$ cat src/rtl/fbyte_err_counter.sv
module fbyte_err_counter #(
  parameter int ROWS = 9,
  parameter int COLS = 90,
  parameter int N_TRIB = 28,
  parameter int ADDR_W = 16,
  parameter logic [7:0] A1_PAT = 8'hF6,
  parameter logic [7:0] A2_PAT = 8'h28,
  parameter logic [ADDR_W-1:0] CTRL_ADDR = 16'h0260,
  parameter logic [ADDR_W-1:0] CNT_HI_ADDR = 16'h026E,
  parameter logic [ADDR_W-1:0] CNT_LO_ADDR = 16'h026F
) (
  input  logic              clk,
  input  logic              rst_n,
  input  logic [7:0]        rx_byte,
  input  logic              rx_fs,
  input  logic              dfct_los,
  input  logic              dfct_lof,
  input  logic              dfct_sd,
  input  logic              dfct_sf,
  input  logic              dfct_ais_l,
  input  logic [ADDR_W-1:0] reg_addr,
  input  logic              reg_wr,
  input  logic [7:0]        reg_wdata,
  input  logic              reg_rd,
  output logic [7:0]        reg_rdata,
  output logic [N_TRIB-1:0] trib_ais
);
  localparam int FRM_LEN = ROWS * COLS;
  localparam int POS_W = $clog2(FRM_LEN);
  localparam logic [POS_W-1:0] LAST_POS = POS_W'(FRM_LEN - 1);

  logic [POS_W-1:0] pos_q;
  logic             synced_q;
  logic [15:0]      cnt_q;
  logic [7:0]       hold_lo_q;
  logic             ais_en_q;

  logic [POS_W-1:0] cur_pos;
  logic             checking, a1_bad, a2_bad, err_now, rd_hi, rd_lo, any_dfct;

  assign cur_pos  = rx_fs ? '0 : pos_q;
  assign checking = (rx_fs | synced_q) & ~dfct_lof;
  assign a1_bad   = (cur_pos == POS_W'(0)) && (rx_byte != A1_PAT);
  assign a2_bad   = (cur_pos == POS_W'(1)) && (rx_byte != A2_PAT);
  assign err_now  = checking & (a1_bad | a2_bad);
  assign rd_hi    = reg_rd && (reg_addr == CNT_HI_ADDR);
  assign rd_lo    = reg_rd && (reg_addr == CNT_LO_ADDR);
  assign any_dfct = dfct_los | dfct_lof | dfct_sd | dfct_sf | dfct_ais_l;
  assign trib_ais = {N_TRIB{ais_en_q & any_dfct}};

  always_ff @(posedge clk) begin
    if (!rst_n) begin
      pos_q    <= '0;
      synced_q <= 1'b0;
    end else begin
      if (rx_fs) synced_q <= 1'b1;
      pos_q <= (cur_pos == LAST_POS) ? '0 : cur_pos + 1'b1;
    end
  end

  always_ff @(posedge clk) begin
    if (!rst_n) begin
      cnt_q     <= '0;
      hold_lo_q <= '0;
    end else if (rd_hi) begin
      cnt_q     <= {15'd0, err_now};
      hold_lo_q <= cnt_q[7:0];
    end else begin
      if (err_now && cnt_q != 16'hFFFF) cnt_q <= cnt_q + 16'd1;
      if (rd_lo) hold_lo_q <= '0;
    end
  end

  always_ff @(posedge clk) begin
    if (!rst_n) ais_en_q <= 1'b0;
    else if (reg_wr && reg_addr == CTRL_ADDR) ais_en_q <= reg_wdata[0];
  end

  always_comb begin
    reg_rdata = 8'h00;
    if (reg_addr == CNT_HI_ADDR) reg_rdata = cnt_q[15:8];
    else if (reg_addr == CNT_LO_ADDR) reg_rdata = hold_lo_q;
    else if (reg_addr == CTRL_ADDR) reg_rdata = {7'd0, ais_en_q};
  end


  step_one_chk: assert property (@(posedge clk) disable iff (!rst_n)
    !rd_hi |=> (cnt_q == $past(cnt_q) || cnt_q == $past(cnt_q) + 16'd1));


  lof_freeze_chk: assert property (@(posedge clk) disable iff (!rst_n)
    (dfct_lof && !rd_hi) |=> $stable(cnt_q));


  hi_clear_chk: assert property (@(posedge clk) disable iff (!rst_n)
    rd_hi |=> cnt_q <= 16'd1);


  snap_chk: assert property (@(posedge clk) disable iff (!rst_n)
    rd_hi |=> hold_lo_q == $past(cnt_q[7:0]));


  no_wrap_chk: assert property (@(posedge clk) disable iff (!rst_n)
    (cnt_q == 16'hFFFF && !rd_hi) |=> cnt_q == 16'hFFFF);
endmodule

$ cat config.mk
export PLATFORM = sky130hd
export DESIGN_NAME = fbyte_err_counter
export DESIGN_NICKNAME = d
export VERILOG_FILES = /design/src/rtl/fbyte_err_counter.sv
export SDC_FILE = /design/constraint.sdc
export NUM_CORES = 1
export LEC_CHECK = 0
export BUFFER_PORTS_ARGS = -buffer_cell sky130_fd_sc_hd__buf_2
export CELL_PAD_IN_SITES_DETAIL_PLACEMENT = 1
export CELL_PAD_IN_SITES_GLOBAL_PLACEMENT = 2
export CORE_ASPECT_RATIO = 1.5
export CORE_MARGIN = 4
export CORE_UTILIZATION = 28
export CTS_BUF_LIST = sky130_fd_sc_hd__clkbuf_16
export CTS_CLUSTER_DIAMETER = 80
export DETAILED_ROUTE_END_ITERATION = 10
export PLACE_DENSITY = 0.76
export SLEW_MARGIN = 20
export SYNTH_ARGS = -nofsm -noshare
export SYNTH_HDL_FRONTEND = slang
export SYNTH_SLANG_ARGS = --single-unit
$ cat constraint.sdc
create_clock -name clk -period 2.5 [get_ports clk]
set_input_delay 0.125 -clock clk [delete_from_list [all_inputs] [get_ports clk]]
set_output_delay 0.125 -clock clk [all_outputs]
set_load 0.05 [all_outputs]
After elaboration in Yosys (flattened, before gate mapping)
Index checks and enable logic that the tools add are counted.
Word-level totals
  input bits: 42
  flip-flop bits (word level): 36
  output and inout port bits: 36
Cells by class
  multiplexer cells: 8
  bitwise gates (word level): 11
  equality and inequality tests: 8
  reductions and logical operators: 11
  add/subtract/negate cells: 2
Operator list (count)
  == test 16 x 10 -> 1 bit (second input constant): 3
  two-way mux 8 bit: 4
  adder 16 x 1 -> 16 bit (second input constant): 1
  != test 16 bit (second input constant): 1
  adder 10 x 1 -> 10 bit (second input constant): 1
  == test 10 x 1 -> 1 bit (second input constant): 1
  == test 10 bit (second input constant): 1
  logical NOT 10 bit: 1
  two-way mux 10 bit: 1
  != test 8 x 6 -> 1 bit (second input constant): 1
  != test 8 bit (second input constant): 1
  logical AND 1 bit: 6
  bitwise OR 1 bit: 6
  nonzero test 2 bit: 2
  OR reduction 2 bit: 2
  bitwise AND 1 bit: 3
  two-way mux 1 bit: 3
  NOT 1 bit: 2

Longest topological paths before layout
  depth in word-level cells: 8
  mapped depth: 7

Worst setup path before layout
Ideal clock, no wire load.
  kind: input port to output port
  start point: input port reg_addr[10]
  end point: output port reg_rdata[1]
  data required time: 2.375 ns
  setup slack: 0.586 ns
  buffers on the path: 1
  arrival time: 1.789 ns
  stages on the path: 4
  path through: or4_1 -> nor4_4 -> buf_2 -> a22o_1
Between the ends
  cells in the longest elaborated chain, start to end: 3
  elaborated cells between the ends (all ways): 4
RTL lines
  start, declared: RTL line 21  | input logic [ADDR_W-1:0] reg_addr,
  == test 16 x 10 -> 1 bit: RTL line 82  | else if (reg_addr == CNT_LO_ADDR) reg_rdata = hold_lo_q;
  two-way mux 8 bit: RTL line 82
  two-way mux 8 bit *: RTL line 81  | if (reg_addr == CNT_HI_ADDR) reg_rdata = cnt_q[15:8];
  end, declared: RTL line 25  | output logic [7:0] reg_rdata,
Mark *: on every way between the ends. The rest lies on a longest branch, timed or not.

Final worst setup path
  start point: register pos_q[7]
  end point: register cnt_q[15]
Between the ends
  cells in the longest elaborated chain, start to end: 6
  elaborated cells between the ends (all ways): 8
RTL lines
  start, declared: RTL line 32  | logic [POS_W-1:0] pos_q;
  start signal, assigned: RTL line 57  | pos_q <= (cur_pos == LAST_POS) ? '0 : cur_pos + 1'b1;
  two-way mux 10 bit *: RTL line 41  | assign cur_pos = rx_fs ? '0 : pos_q;
  == test 10 x 1 -> 1 bit or logical NOT 10 bit (tied branches): RTL line 44, 43
  logical AND 1 bit (on tied branches): RTL line 44, 43
  bitwise OR 1 bit *: RTL line 45  | assign err_now = checking & (a1_bad | a2_bad);
  bitwise AND 1 bit *: RTL line 45
  logical AND 1 bit *: RTL line 69  | if (err_now && cnt_q != 16'hFFFF) cnt_q <= cnt_q + 16'd1;
  end signal, assigned: RTL line 66  | cnt_q <= {15'd0, err_now};
  end signal, assigned: RTL line 69
  end, declared: RTL line 34  | logic [15:0] cnt_q;
Marks and branches as above.
A chain may end at the register's enable or synchronous reset.

==> impl_summary.txt <==
----------------------------------------------------
[Placement]
  Placer Congestion ... 0.8026
  Post-detailed-placement half-perimeter wirelength ... 5.002 mm
  PortBufs ... 70
  Worst slack at placement ... 203.9 ps

[CTS]
  Total CTS buffers ... 5
  Post-CTS clock slew at the launch and capture registers of the worst setup and hold paths ... 50 ps
  Clock latency at the later pin of the worst-skew pair ... 280 ps
  Hold bufs inserted after CTS ... 0
  Max Buffers Root-to-Sink ... 2
  Clock Sinks ... 36
  Root buffer selected by CTS ... clkbuf_16
  # H-tree levels ... 2
  Post-CTS setup buffers ... 0
  TritonCTS clock tree ... built
  # resized after CTS ... 0

[Floorplan]
  IO Pins ... 78
  Die Area ... 9109 um^2
  Die Y-Extent ... 114.9 um
  Initial Util ... 29.14%
  Std-Cell Core Area ... 7322 um^2
  Number of standard-cell rows in the floorplan ... 38
  Die X-Extent ... 79.27 um

[Synthesis]
  Area contributors post-synth ... dfxtp_1, buf_4, nor2b_1
  Flop and latch count out of synthesis ... 36
  Library cell with the largest summed area after synthesis ... dfxtp_1
  Most frequent cell after synthesis ... dfxtp_1
  Count of cell types in the netlist ... 47
  Number of flops mapped to enable cells by yosys ... 0
  Post-synthesis net count ... 295
  Share of synthesized registers carrying an async set or reset ... 0%
  Top post-synthesis cells by count ... dfxtp_1, buf_4, nor2_1, nand2_1
  Post-Syn Area per Cell ... 8.499 um^2
  Netlist Area Pre-Place ... 2133 um^2
  Flip-flop cell with the highest count after synthesis ... dfxtp_1
  Cell count after synthesis ... 251
  Count of warnings emitted by yosys ... 0
  Proportion of netlist area held by the largest area contributor ... 33.78%
  Fraction of the yosys area taken by sequential cells ... 33.78%

[Routing]
  Detailed-routing iteration count for the pre-antenna-repair pass ... 4
  Average wire per standard cell ... 16.01 um
  Number of nets with antenna violations after routing ... 0
  Routed vias/inst ... 5.053
  DRT iter0 DRCs ... 70
  Number of vias after detailed routing ... 2011
  # DRC ... 0
  Total wire length ... 6.371 mm

[Setup path]
  Required time of the critical path ... 2710 ps
  Element type at the critical path start ... register
  Highest net fanout along the worst path ... 29
  CP arrival ... 2480 ps
  Count of cells along the worst register-to-register path ... 5
  Element type at the critical path end ... register
  Register-to-register setup slack ... 230 ps
  Crit Path Class ... register to register
  Worst R2R End ... cnt_q[15]
  Origin of the critical flop-to-flop path ... pos_q[7]

[Layout]
  Number of antenna repair diodes ... 0
  Layout cell share with drive strength beyond 1 ... 29.87%
  Final net count ... 342
  Post-synthesis to final-layout area growth ... 19.06%
  Final cell utilization of the core ... 34.69%

[Global routing]
  Remaining global-route overflow ... 0
  Combined global-route utilization of all metal layers ... 13.94%
  Largest net degree at the start of global routing ... 30
  Via count of the first global-routing pass ... 1941
  Number of antenna violations at the first check in global routing ... 0
  First-pass GRT wire length ... 9.860 mm

[Run]
  Maximum Capacitance Violations ... 0

[Timing]
  Part of the cycle the worst path needs ... 90.93%
  Final Hold Violating Endpoints ... 0
  Endpoints failing setup ... 0
  RSZ-0062 raised after global routing ... false
  Actual transition at the worst max-transition pin ... 797.2 ps
  Final worst-path setup slack ... 226.7 ps
  Final TNS setup ... 0 ps
  Number of pins with negative max-slew slack in the final report ... 0
  Shortest clock period the worst path allows after layout ... 2273 ps
  Worst-case headroom to the max-slew limit ... 46.86%
  Fin Clk Skew ... 5.833 ps
  Peak clock frequency supported by timing ... 0.4399 GHz

[Power and ir drop]
  Maximum resistive drop on vdd ... 0.2444 mV
  Power density normalized to cell area ... 496.0 nW/um^2
  Pleak ... 0.001012 uW
  Total power ... 1260 uW

[Hold path]
  Hold path depth ... 3
  Min-Delay Endpoint ... ais_en_q
  Min-Delay Path Class ... primary input to register
  Hold Startpoint ... reg_wdata[0]

[Outcome]
  Status ... complete, no violations

----------------------------------------------------
report_power, final:
group / internal, uW / switching (uW) / total (uW) / leakage (uW)
registers: 580 / 7.05 / 587 / 0.000291
logic: 41.5 / 47.3 / 88.8 / 0.000651
clock network: 358 / 226 / 584 / 0.0000709
cell usage in the layout, fill, tap and decap left out, types with 3 or more instances in the layout:
cell / netlist / layout
or4_1: 8 / 8
or3_1: 12 / 12
nor2b_1: 13 / 13
a22o_1: 7 / 7
inv_1: 4 / 5
buf_2: 3 / 70
dfxtp_1: 36 / 36
o21ai_0: 12 / 12
xor2_1: 5 / 5
nand4b_1: 3 / 3
nor2_1: 16 / 16
buf_4: 27 / 6
nand2_1: 14 / 14
a21oi_1: 13 / 13
a22oi_1: 8 / 8
nor4_1: 3 / 3
xnor2_1: 3 / 3
clkbuf_16: 0 / 5
o31ai_1: 3 / 3
nand3_1: 7 / 7
nand4_1: 12 / 12
final cells by class:
class,count,area [um^2]
Fill cell,932,4782
Multi-Input combinational cell,175,1150
Sequential cell,36,720.7
Timing Repair Buffer,76,395.4
Clock buffer,5,125.1
Tap cell,100,125.1
Inverter,4,15.01
Clock inverter,2,8.758
per-layer routing:
metal | vias up | GRT usage [%] | wire (um)
met1 | 989 | 14.93 | 2407
met5 | - | 0 | 0
met4 | 0 | 5.734 | 139
met3 | 9 | 2.351 | 104
met2 | 23 | 26.55 | 3720
li1 | 990 | - | -
per-stage QoR:
stage / cells / cell area, um^2 / hold slack [ps]
floorplan: 251 / 2133 / 235.2
global placement: 391 / 2406 / 387.0
detailed placement: 391 / 2406 / 394.3
CTS: 398 / 2540 / 106.5
global route: 398 / 2540 / 116.7
finish: 398 / 2540 / 109.1
registers in the layout, indices dropped and copies added (netlist names):
| register | cells |
|---|---|
| hold_lo_q | 8 |
| pos_q | 10 |
| ais_en_q | 1 |
| cnt_q | 16 |
| synced_q | 1 |
critical path, cell delays in order (launching register included):
cell and delay [ps]:
dfxtp_1 350, nor4_2 350, a31oi_1 150, a211o_1 590, or4_1 610, a21oi_1 150
logic make-up (layout without fill, tap and decap cells):
logic type / after synthesis / after routing / synth area share (%)
flip-flops: 36 / 36 / 33.78
adder cells (fa/ha/maj): 2 / 2 / 1.173
XOR/XNOR: 8 / 8 / 3.285
buffers and inverters: 40 / 87 / 12.32
AND/OR/NAND/NOR: 107 / 107 / 31.03
multiplexers: 2 / 2 / 0.9385
AO/OA/AOI/OAI: 56 / 56 / 17.48
worst max-delay path by stage:
stage	start	to	slack, ps	cells after the start
after floorplan	reg_addr[10]	reg_rdata[1]	590	4
after global placement	reg_addr[10]	hold_lo_q[0]	280	6
after detailed placement	pos_q[7]	cnt_q[13]	200	5
after CTS	pos_q[7]	cnt_q[13]	190	5
after global routing	pos_q[7]	cnt_q[13]	70	5
final	pos_q[7]	cnt_q[15]	230	5
No activity file was read; power rests on OpenSTA's default activity.
